==> src/rtl/regcmd_pkg.sv <==
// Package: shared state encoding and status bit positions for the
// register command channel. The state codes are read by software through
// the status word, so their values are fixed.
package regcmd_pkg;

    typedef enum logic [2:0] {
        ST_IDLE = 3'd0,
        ST_REQ  = 3'd2,
        ST_WAIT = 3'd4,
        ST_VCLR = 3'd6
    } chan_state_e;

    localparam int STATE_W = 3;

endpackage

==> src/rtl/regcmd_decode.sv <==
// Module: regcmd_decode
// Splits a command word into direction, halfword address and write data.
// Assumes the word is {write_flag, address, data} with data in the LSBs.
module regcmd_decode #(
    parameter  int DATA_W = 16,
    parameter  int ADDR_W = 15,
    localparam int CMD_W  = 1 + ADDR_W + DATA_W
) (
    input  logic [CMD_W-1:0]  cmd_word,
    output logic              is_write,
    output logic [ADDR_W-1:0] hw_addr,
    output logic [DATA_W-1:0] wdata
);

    // Field extraction, purely combinational.
    always_comb begin
        is_write = cmd_word[CMD_W-1];
        hw_addr  = cmd_word[DATA_W +: ADDR_W];
        wdata    = cmd_word[DATA_W-1:0];
    end

endmodule

==> src/rtl/regcmd_fsm.sv <==
// Module: regcmd_fsm
// Command state machine: accepts a decoded command while idle and enabled,
// requests the back-end, waits for completion, and for reads parks until a
// valid-clear of 1. Flags dropped commands in a sticky bit.
// Assumes be_ack is only meaningful in the request state and be_done only
// in the wait state.
module regcmd_fsm
    import regcmd_pkg::*;
#(
    parameter int DATA_W = 16,
    parameter int ADDR_W = 15
) (
    input  logic               clk,
    input  logic               rst_n,
    input  logic               chan_en,
    input  logic               cmd_wr,
    input  logic               dec_write,
    input  logic [ADDR_W-1:0]  dec_addr,
    input  logic [DATA_W-1:0]  dec_wdata,
    input  logic               vclr_wr,
    input  logic               vclr_val,
    input  logic               be_ack,
    input  logic               be_done,
    input  logic [DATA_W-1:0]  be_rdata,
    output logic               be_req,
    output logic               be_write,
    output logic [ADDR_W-1:0]  be_addr,
    output logic [DATA_W-1:0]  be_wdata,
    output logic [STATE_W-1:0] state_code,
    output logic [DATA_W-1:0]  rd_hold,
    output logic               drop_err
);

    chan_state_e       state_q;
    logic              op_wr_q;
    logic [ADDR_W-1:0] addr_q;
    logic [DATA_W-1:0] wdata_q;
    logic [DATA_W-1:0] rd_q;
    logic              err_q;
    logic              accept;
    logic              clear_hit;

    assign accept    = cmd_wr && chan_en && (state_q == ST_IDLE);
    assign clear_hit = vclr_wr && vclr_val;

    // State transitions of the command channel.
    always_ff @(posedge clk) begin
        if (!rst_n) begin
            state_q <= ST_IDLE;
        end else begin
            case (state_q)
                ST_IDLE: if (accept)    state_q <= ST_REQ;
                ST_REQ:  if (be_ack)    state_q <= ST_WAIT;
                ST_WAIT: if (be_done)   state_q <= op_wr_q ? ST_IDLE : ST_VCLR;
                ST_VCLR: if (clear_hit) state_q <= ST_IDLE;
                default:                state_q <= ST_IDLE;
            endcase
        end
    end

    // Capture the command fields at acceptance.
    always_ff @(posedge clk) begin
        if (!rst_n) begin
            op_wr_q <= 1'b0;
            addr_q  <= '0;
            wdata_q <= '0;
        end else if (accept) begin
            op_wr_q <= dec_write;
            addr_q  <= dec_addr;
            wdata_q <= dec_wdata;
        end
    end

    // Hold read data from a completed read until the next read completes.
    always_ff @(posedge clk) begin
        if (!rst_n) begin
            rd_q <= '0;
        end else if (state_q == ST_WAIT && be_done && !op_wr_q) begin
            rd_q <= be_rdata;
        end
    end

    // Sticky flag for commands dropped by the idle/enable gate.
    always_ff @(posedge clk) begin
        if (!rst_n) begin
            err_q <= 1'b0;
        end else if (cmd_wr && !accept) begin
            err_q <= 1'b1;
        end
    end

    assign be_req     = (state_q == ST_REQ);
    assign be_write   = op_wr_q;
    assign be_addr    = addr_q;
    assign be_wdata   = wdata_q;
    assign state_code = state_q;
    assign rd_hold    = rd_q;
    assign drop_err   = err_q;

    // request fields stay steady until acknowledged
    assert_req_hold_R2: assert property (@(posedge clk) disable iff (!rst_n)
        (be_req && !be_ack) |=> (be_req && $stable(be_addr) && $stable(be_write) && $stable(be_wdata)));

    // parked read holds state and data until a clear of 1
    assert_vclr_park_R4: assert property (@(posedge clk) disable iff (!rst_n)
        (state_q == ST_VCLR && !(vclr_wr && vclr_val)) |=> (state_q == ST_VCLR && $stable(rd_hold)));

    // a write completion goes straight to idle
    assert_write_no_clear_R5: assert property (@(posedge clk) disable iff (!rst_n)
        (state_q == ST_WAIT && be_done && op_wr_q) |=> (state_q == ST_IDLE));

    // the request state is entered only from idle
    assert_accept_from_idle_R8: assert property (@(posedge clk) disable iff (!rst_n)
        (state_q == ST_WAIT || state_q == ST_VCLR) |=> (state_q != ST_REQ));

    // a clear cannot move the machine out of the wait state
    assert_wait_ignores_clear_R9: assert property (@(posedge clk) disable iff (!rst_n)
        (state_q == ST_WAIT && !be_done) |=> (state_q == ST_WAIT));

endmodule

==> src/rtl/regcmd_status.sv <==
// Module: regcmd_status
// Holds the software-set init-done bit and packs the status word:
// data in the low DATA_W bits, then state, pending, sync-idle, init-done,
// sticky error. Assumes STAT_W leaves room for DATA_W + 7 bits.
module regcmd_status
    import regcmd_pkg::*;
#(
    parameter  int DATA_W = 16,
    parameter  int STAT_W = 32,
    localparam int FSM_LSB  = DATA_W,
    localparam int PEND_BIT = DATA_W + STATE_W,
    localparam int SYNC_BIT = PEND_BIT + 1,
    localparam int INIT_BIT = PEND_BIT + 2,
    localparam int ERR_BIT  = PEND_BIT + 3
) (
    input  logic               clk,
    input  logic               rst_n,
    input  logic               init_wr,
    input  logic               init_val,
    input  logic [STATE_W-1:0] state_code,
    input  logic [DATA_W-1:0]  rd_hold,
    input  logic               drop_err,
    output logic [STAT_W-1:0]  status_word
);

    logic init_q;

    // Software-written init-done register.
    always_ff @(posedge clk) begin
        if (!rst_n) begin
            init_q <= 1'b0;
        end else if (init_wr) begin
            init_q <= init_val;
        end
    end

    // Pack every field into the status word.
    always_comb begin
        status_word                         = '0;
        status_word[DATA_W-1:0]             = rd_hold;
        status_word[FSM_LSB +: STATE_W]     = state_code;
        status_word[PEND_BIT]               = (state_code == ST_REQ);
        status_word[SYNC_BIT]               = (state_code == ST_IDLE) || (state_code == ST_VCLR);
        status_word[INIT_BIT]               = init_q;
        status_word[ERR_BIT]                = drop_err;
    end

    // init-done follows the register write one cycle later
    assert_init_follow_R11: assert property (@(posedge clk) disable iff (!rst_n)
        init_wr |=> (status_word[INIT_BIT] == $past(init_val)));

endmodule

==> src/rtl/regcmd_chan.sv <==
// Module: regcmd_chan (top)
// Register access command channel: decode, state machine and status packing.
// Assumes a single host writer and a back-end that acknowledges a request
// once and later pulses completion once.
module regcmd_chan
    import regcmd_pkg::*;
#(
    parameter  int DATA_W = 16,
    parameter  int ADDR_W = 15,
    parameter  int STAT_W = 32,
    localparam int CMD_W  = 1 + ADDR_W + DATA_W,
    localparam int ERR_BIT = DATA_W + STATE_W + 3
) (
    input  logic              clk,
    input  logic              rst_n,
    input  logic              chan_en,
    input  logic              cmd_wr,
    input  logic [CMD_W-1:0]  cmd_word,
    input  logic              vclr_wr,
    input  logic              vclr_val,
    input  logic              init_wr,
    input  logic              init_val,
    output logic              be_req,
    output logic              be_write,
    output logic [ADDR_W-1:0] be_addr,
    output logic [DATA_W-1:0] be_wdata,
    input  logic              be_ack,
    input  logic              be_done,
    input  logic [DATA_W-1:0] be_rdata,
    output logic [STAT_W-1:0] status_word
);

    logic               dec_write;
    logic [ADDR_W-1:0]  dec_addr;
    logic [DATA_W-1:0]  dec_wdata;
    logic [STATE_W-1:0] state_code;
    logic [DATA_W-1:0]  rd_hold;
    logic               drop_err;

    regcmd_decode #(.DATA_W(DATA_W), .ADDR_W(ADDR_W)) u_decode (
        .cmd_word (cmd_word),
        .is_write (dec_write),
        .hw_addr  (dec_addr),
        .wdata    (dec_wdata)
    );

    regcmd_fsm #(.DATA_W(DATA_W), .ADDR_W(ADDR_W)) u_fsm (
        .clk        (clk),
        .rst_n      (rst_n),
        .chan_en    (chan_en),
        .cmd_wr     (cmd_wr),
        .dec_write  (dec_write),
        .dec_addr   (dec_addr),
        .dec_wdata  (dec_wdata),
        .vclr_wr    (vclr_wr),
        .vclr_val   (vclr_val),
        .be_ack     (be_ack),
        .be_done    (be_done),
        .be_rdata   (be_rdata),
        .be_req     (be_req),
        .be_write   (be_write),
        .be_addr    (be_addr),
        .be_wdata   (be_wdata),
        .state_code (state_code),
        .rd_hold    (rd_hold),
        .drop_err   (drop_err)
    );

    regcmd_status #(.DATA_W(DATA_W), .STAT_W(STAT_W)) u_status (
        .clk         (clk),
        .rst_n       (rst_n),
        .init_wr     (init_wr),
        .init_val    (init_val),
        .state_code  (state_code),
        .rd_hold     (rd_hold),
        .drop_err    (drop_err),
        .status_word (status_word)
    );

    // a command refused by the gate raises the error bit
    assert_drop_flag_R8: assert property (@(posedge clk) disable iff (!rst_n)
        (cmd_wr && (status_word[DATA_W +: STATE_W] != ST_IDLE || !chan_en)) |=> status_word[ERR_BIT]);

    // the error bit never falls outside reset
    assert_err_sticky_R8: assert property (@(posedge clk) disable iff (!rst_n)
        status_word[ERR_BIT] |=> status_word[ERR_BIT]);

endmodule

==> config.mk <==
export PLATFORM = sky130hd
export DESIGN_NAME = regcmd_chan
export DESIGN_NICKNAME = d
export VERILOG_FILES = /design/src/rtl/regcmd_pkg.sv /design/src/rtl/regcmd_decode.sv /design/src/rtl/regcmd_fsm.sv /design/src/rtl/regcmd_status.sv /design/src/rtl/regcmd_chan.sv
export SDC_FILE = /design/constraint.sdc
export NUM_CORES = 1
export LEC_CHECK = 0
export BUFFER_PORTS_ARGS = -buffer_cell sky130_fd_sc_hd__buf_2
export CAP_MARGIN = 20
export CORE_MARGIN = 8
export CORE_UTILIZATION = 49
export CTS_BUF_LIST = sky130_fd_sc_hd__clkbuf_2
export DETAILED_ROUTE_END_ITERATION = 10
export PLACE_DENSITY_LB_ADDON = 0.08
export SLEW_MARGIN = 5
export SYNTH_ARGS = -nofsm -noshare
export SYNTH_HDL_FRONTEND = slang
export SYNTH_SLANG_ARGS = --single-unit
==> constraint.sdc <==
create_clock -name clk -period 4.15 [get_ports clk]
set_input_delay 0.83 -clock clk [delete_from_list [all_inputs] [get_ports clk]]
set_output_delay 0.83 -clock clk [all_outputs]
set_load 0.05 [all_outputs]
-- After elaboration in Yosys (flattened, before gate mapping)
Cells that the tools add are included.
- equal/unequal tests: 7
- multiplexer cells: 6
- reductions and logical operators: 11
- operators with widths (operator ; number):
    $mux 3 ; 5
    $pmux 3 s4 ; 1
    $eq 3x3->1 const B ; 2
    $logic_and 1x1->1 ; 6
    $ne 2x1->1 const B ; 3
    $reduce_and 4->1 ; 1
    $eq 3x2->1 const B ; 1
    $logic_not 3->1 ; 1
    $logic_not 1->1 ; 2
    $ne 2x2->1 const B ; 1
    $logic_or 1x1->1 ; 1
- bits in registers: 53
- bits of input ports: 58
- output and inout bits: 65
- word-level logic and storage cells: 31

-- Depth between registers and ports, before layout
- word-level depth: 4
- gate-level depth with buffers: 7
- mapped depth without buffers: 5

-- By module
A second synthesis with hierarchy kept.
- cell total of the unflattened synthesis: 303
- area, all modules: 2431.1 µm²
- by module, submodules not included (module ; times used ; cells each ; area each (µm²) ; seq. area each (µm²)):
    regcmd_fsm ; 1 ; 234 ; 1905.6 ; 1021.0
    regcmd_status ; 1 ; 37 ; 285.3 ; 20.0
    regcmd_decode ; 1 ; 32 ; 240.2 ; 0.0

-- Worst setup path after synthesis
OpenSTA, ideal clock, no wires.
- path type: register to output
- start point: reg u_fsm.state_q[1] (netlist: u_fsm.state_code[1])
- end point: out status_word[19]
- arrival: 1600 ps
- data required time: 3320 ps
- slack: 1720 ps
- stages on the path, launching flop included: 3
- path buffers: 1
- cell sequence: dfxtp_1 ha_1 buf_4
- word-level cells in the longest chain between the ends: 1
- RTL lines (element ; RTL line ; text):
    start: declaration ; regcmd_fsm.sv:34 ; chan_state_e state_q;
    start signal: assignment ; regcmd_fsm.sv:54 ; ST_WAIT: if (be_done) state_q <= op_wr_q ? ST_IDLE : ST_VCLR;
    $eq 3x2->1 ; - ;
    end: declaration ; regcmd_chan.sv:30 ; output logic [STAT_W-1:0] status_word
Every way passes these cells.

-- Worst setup path in the final report
- start point: reg u_fsm.state_q[1] (netlist: u_fsm.state_code[1])
- end point: out status_word[20]
- word-level cells in the longest chain between the ends: 2
- elaborated cells on any way between the ends: 3
- classes of those cells: eq/ne: 1; reduce/logical: 2
- RTL lines (element ; RTL line ; text):
    $eq 3x3->1 or $logic_not 3->1 (tied branches) ; regcmd_status.sv:43 ; status_word[SYNC_BIT] = (state_code == ST_IDLE) || (state_code == ST_VCLR);
    $logic_or 1x1->1 * ; regcmd_status.sv:43 ;
Mark *: on every way between the ends. The rest lies on a longest branch, timed or not.

==> out/results.txt <==
Status = finished clean
Synth top cells by count = nand2_1, dfxtp_1, a21boi_1
CP Launch Type = register
Distinct cells, synth = 21
Top post-synthesis cells by area = dfxtp_1, nand2_1, a21boi_1
Async SR Flop Fraction = 0%
Avg Cell Area, Syn = 8.44 um2
Main synth FF type = dfxtp_1
Fillers = 410
Fin nets = 420
Ys Warns = 0
Total routed wirelength = 5380 um
Worst-path maximum fanout = 8
Flops & latches, synth = 52
Final Max Slew Viols = 0
Count leader, synth = nand2_1
Post-synth EDFFs = 0
GP Congestion = 0.719
Initial drt markers = 69
WP data arrival = 1590 ps
Site Rows = 24
PD cells = 499 nW/um2
Crit Path Category = register to primary output
Full die area = 6810 um2
Root Driver = clkbuf_2
Final period util = 58.3%
RSZ-0062 raised after global routing = false
Storage cell area = 1040 um2
Total track usage = 15.2%
Total power = 1.36 mW
Core Region = 4320 um2
Clock Tree Buf Depth = 2
Largest net degree at the start of global routing = 55
Leakage power figure = 1.33 nW
Sequential-to-total area share from yosys stat = 48.0%
Clock Skew = 26.8 ps
Via count = 1916
Cts bufs inserted = 5
Worst path cell trace = inv_1 -> ha_1 -> inv_1 -> buf_2
Clk sinks = 52
Remaining DRCs = 0
Cell Area, Synth = 2170 um2
Vias/cell = 4.67
Vias in the first global route = 1775
Setup violators final = 0
Die height = 82.5 um
Worst Setup End Kind = primary output
Worst-skew pair later-pin latency = 410 ps
Port buffer count = 112
CP max stage delay = 500 ps
First-pass GRT wire length = 8110 um
Layout area overhead = 25.8%
Post-CTS Resized = 0
CP max-delay cell = dfxtp_1
CP delay by family, top = flip-flops
Synth top area share = 48.0%
WL/cell = 13.1 um
Max_slew headroom = 51.0%
Max rail drop VDD = 0.321 mV
Post-CTS Hold Buffers = 0
Area of the multi-input gates = 981 um2
CTS tree = built
Total gr overflow = 0
Clock-pin slew on the worst setup and hold paths = 240 ps
Final TNS setup = 0 ps
Die width = 82.5 um
Fin crit period = 2420 ps
Layout cells sized above 1 = 33.8%
Hold/Removal Path Class = register to register
Cell count after synthesis = 257
DP Wirelength = 3990 um
Post-CTS setup buffers = 0
Max Cap Viol = 0
DRT Pass-1 Iters = 4
Io pins = 123
Critical Path RT = 3320 ps
CP dominant cell by count = inv_1
Max frequency = 413 MHz
Worst-Margin Slew = 735 ps
Antenna violation net count after detailed routing = 0
Ant. Diodes = 0
Initial antenna violation count = 0
CTS H-tree depth = 2
Final Hold Viols = 0
Synth area leader = dfxtp_1
Initial Util = 50.2%
Buffers and inverters on the worst path = 3
-- power breakdown --
group          leakage [nW]  switching [mW]  total [mW]  internal (mW)
Clock                0.0380           0.149       0.247         0.0982
Combinational         0.869           0.396       0.530          0.134
Sequential            0.423          0.0336       0.586          0.553
-- per-layer routing --
| metal | vias to the layer above | track usage, % | wire [um] |
|---|---|---|---|
| li1 | 994 | - | - |
| met4 | 0 | 4.14 | 44 |
| met3 | 4 | 7.47 | 693 |
| met2 | 73 | 25.9 | 2430 |
| met1 | 845 | 16.5 | 2210 |
| met5 | - | 0 | 0 |
-- final cells by class --
class                      instances  area share (%)
timing repair buffer             113            20.8
inverter                           3           0.413
clock inverter                     3            1.38
tap                               52            2.38
clock buffer                       5           0.917
multi-input combinational        182            35.9
sequential                        52            38.1
-- cells by family (layout without fill, tap and decap cells) --
| family | count (synthesis) | count (layout) | synth area share (%) |
|---|---|---|---|
| AO/OA/AOI/OAI | 53 | 53 | 18.2 |
| adder cells (fa/ha/maj) | 5 | 5 | 2.88 |
| buffers and inverters | 32 | 124 | 8.36 |
| flip-flops | 52 | 52 | 48.0 |
| multiplexers | 3 | 3 | 1.38 |
| other | 1 | 10 | 0.173 |
| AND/OR/NAND/NOR | 111 | 111 | 21.1 |
-- metrics by stage --
stage	utilization, %	hold slack [ps]	setup WS (ps)	cell area, um2	cells
3_3_place_gp	61.7	437	2220	2670	402
3_5_place_dp	61.7	442	2190	2670	402
2_1_floorplan	-	460	1720	2200	266
4_1_cts	63.1	468	1690	2730	410
6_report	63.1	465	1730	2730	410
5_1_grt	63.1	487	1580	2730	410
-- path summary, 6_finish.rpt --
check                                                      start                        endpoint  slack (ps)  depth (start not counted)
worst max-delay path            u_fsm.state_code[1]$_SDFFE_PN0P_                 status_word[20]        1730                          4
worst min-delay path              u_fsm.be_wdata[9]$_SDFFE_PN0P_  u_fsm.be_wdata[9]$_SDFFE_PN0P_         460                          2
worst max register to register  u_fsm.state_code[1]$_SDFFE_PN0P_  u_fsm.be_wdata[1]$_SDFFE_PN0P_        2370                          6
worst min register to register    u_fsm.be_wdata[9]$_SDFFE_PN0P_  u_fsm.be_wdata[9]$_SDFFE_PN0P_         460                          2
-- worst min-delay path: stages (launching register included) --
cell	delay, ps
dfxtp_1	360
nand2_1	50
a21boi_1	50
-- registers in the layout (all words and copies together), names as in the netlist --
register and cells:
u_fsm.be_addr 15, u_fsm.be_wdata 16, u_fsm.be_write 1, u_fsm.drop_err 1, u_fsm.rd_hold 16, u_fsm.state_code 2
u_status.init_q 1
-- placed cells by master (no fill, tap or decap) --
| cell type | synthesis | final |
|---|---|---|
| a2111o_1 | 1 | 1 |
| a21boi_0 | 8 | 8 |
| a21boi_1 | 41 | 41 |
| a21oi_1 | 1 | 1 |
| and2b_1 | 1 | 1 |
| and3_2 | 1 | 1 |
| and3b_1 | 1 | 1 |
| buf_2 | 7 | 112 |
| buf_4 | 14 | 1 |
| bufinv_16 | 0 | 1 |
| clkbuf_2 | 0 | 5 |
| clkinv_1 | 0 | 2 |
| conb_1 | 1 | 10 |
| dfxtp_1 | 52 | 52 |
| ha_1 | 5 | 5 |
| inv_1 | 3 | 3 |
| mux2i_1 | 3 | 3 |
| nand2_1 | 99 | 99 |
| nand3_1 | 1 | 1 |
| nand3b_2 | 1 | 1 |
| nor2b_1 | 6 | 6 |
| nor3b_1 | 1 | 1 |
| o21ai_0 | 2 | 2 |
No activity file was read; power rests on OpenSTA's default activity.
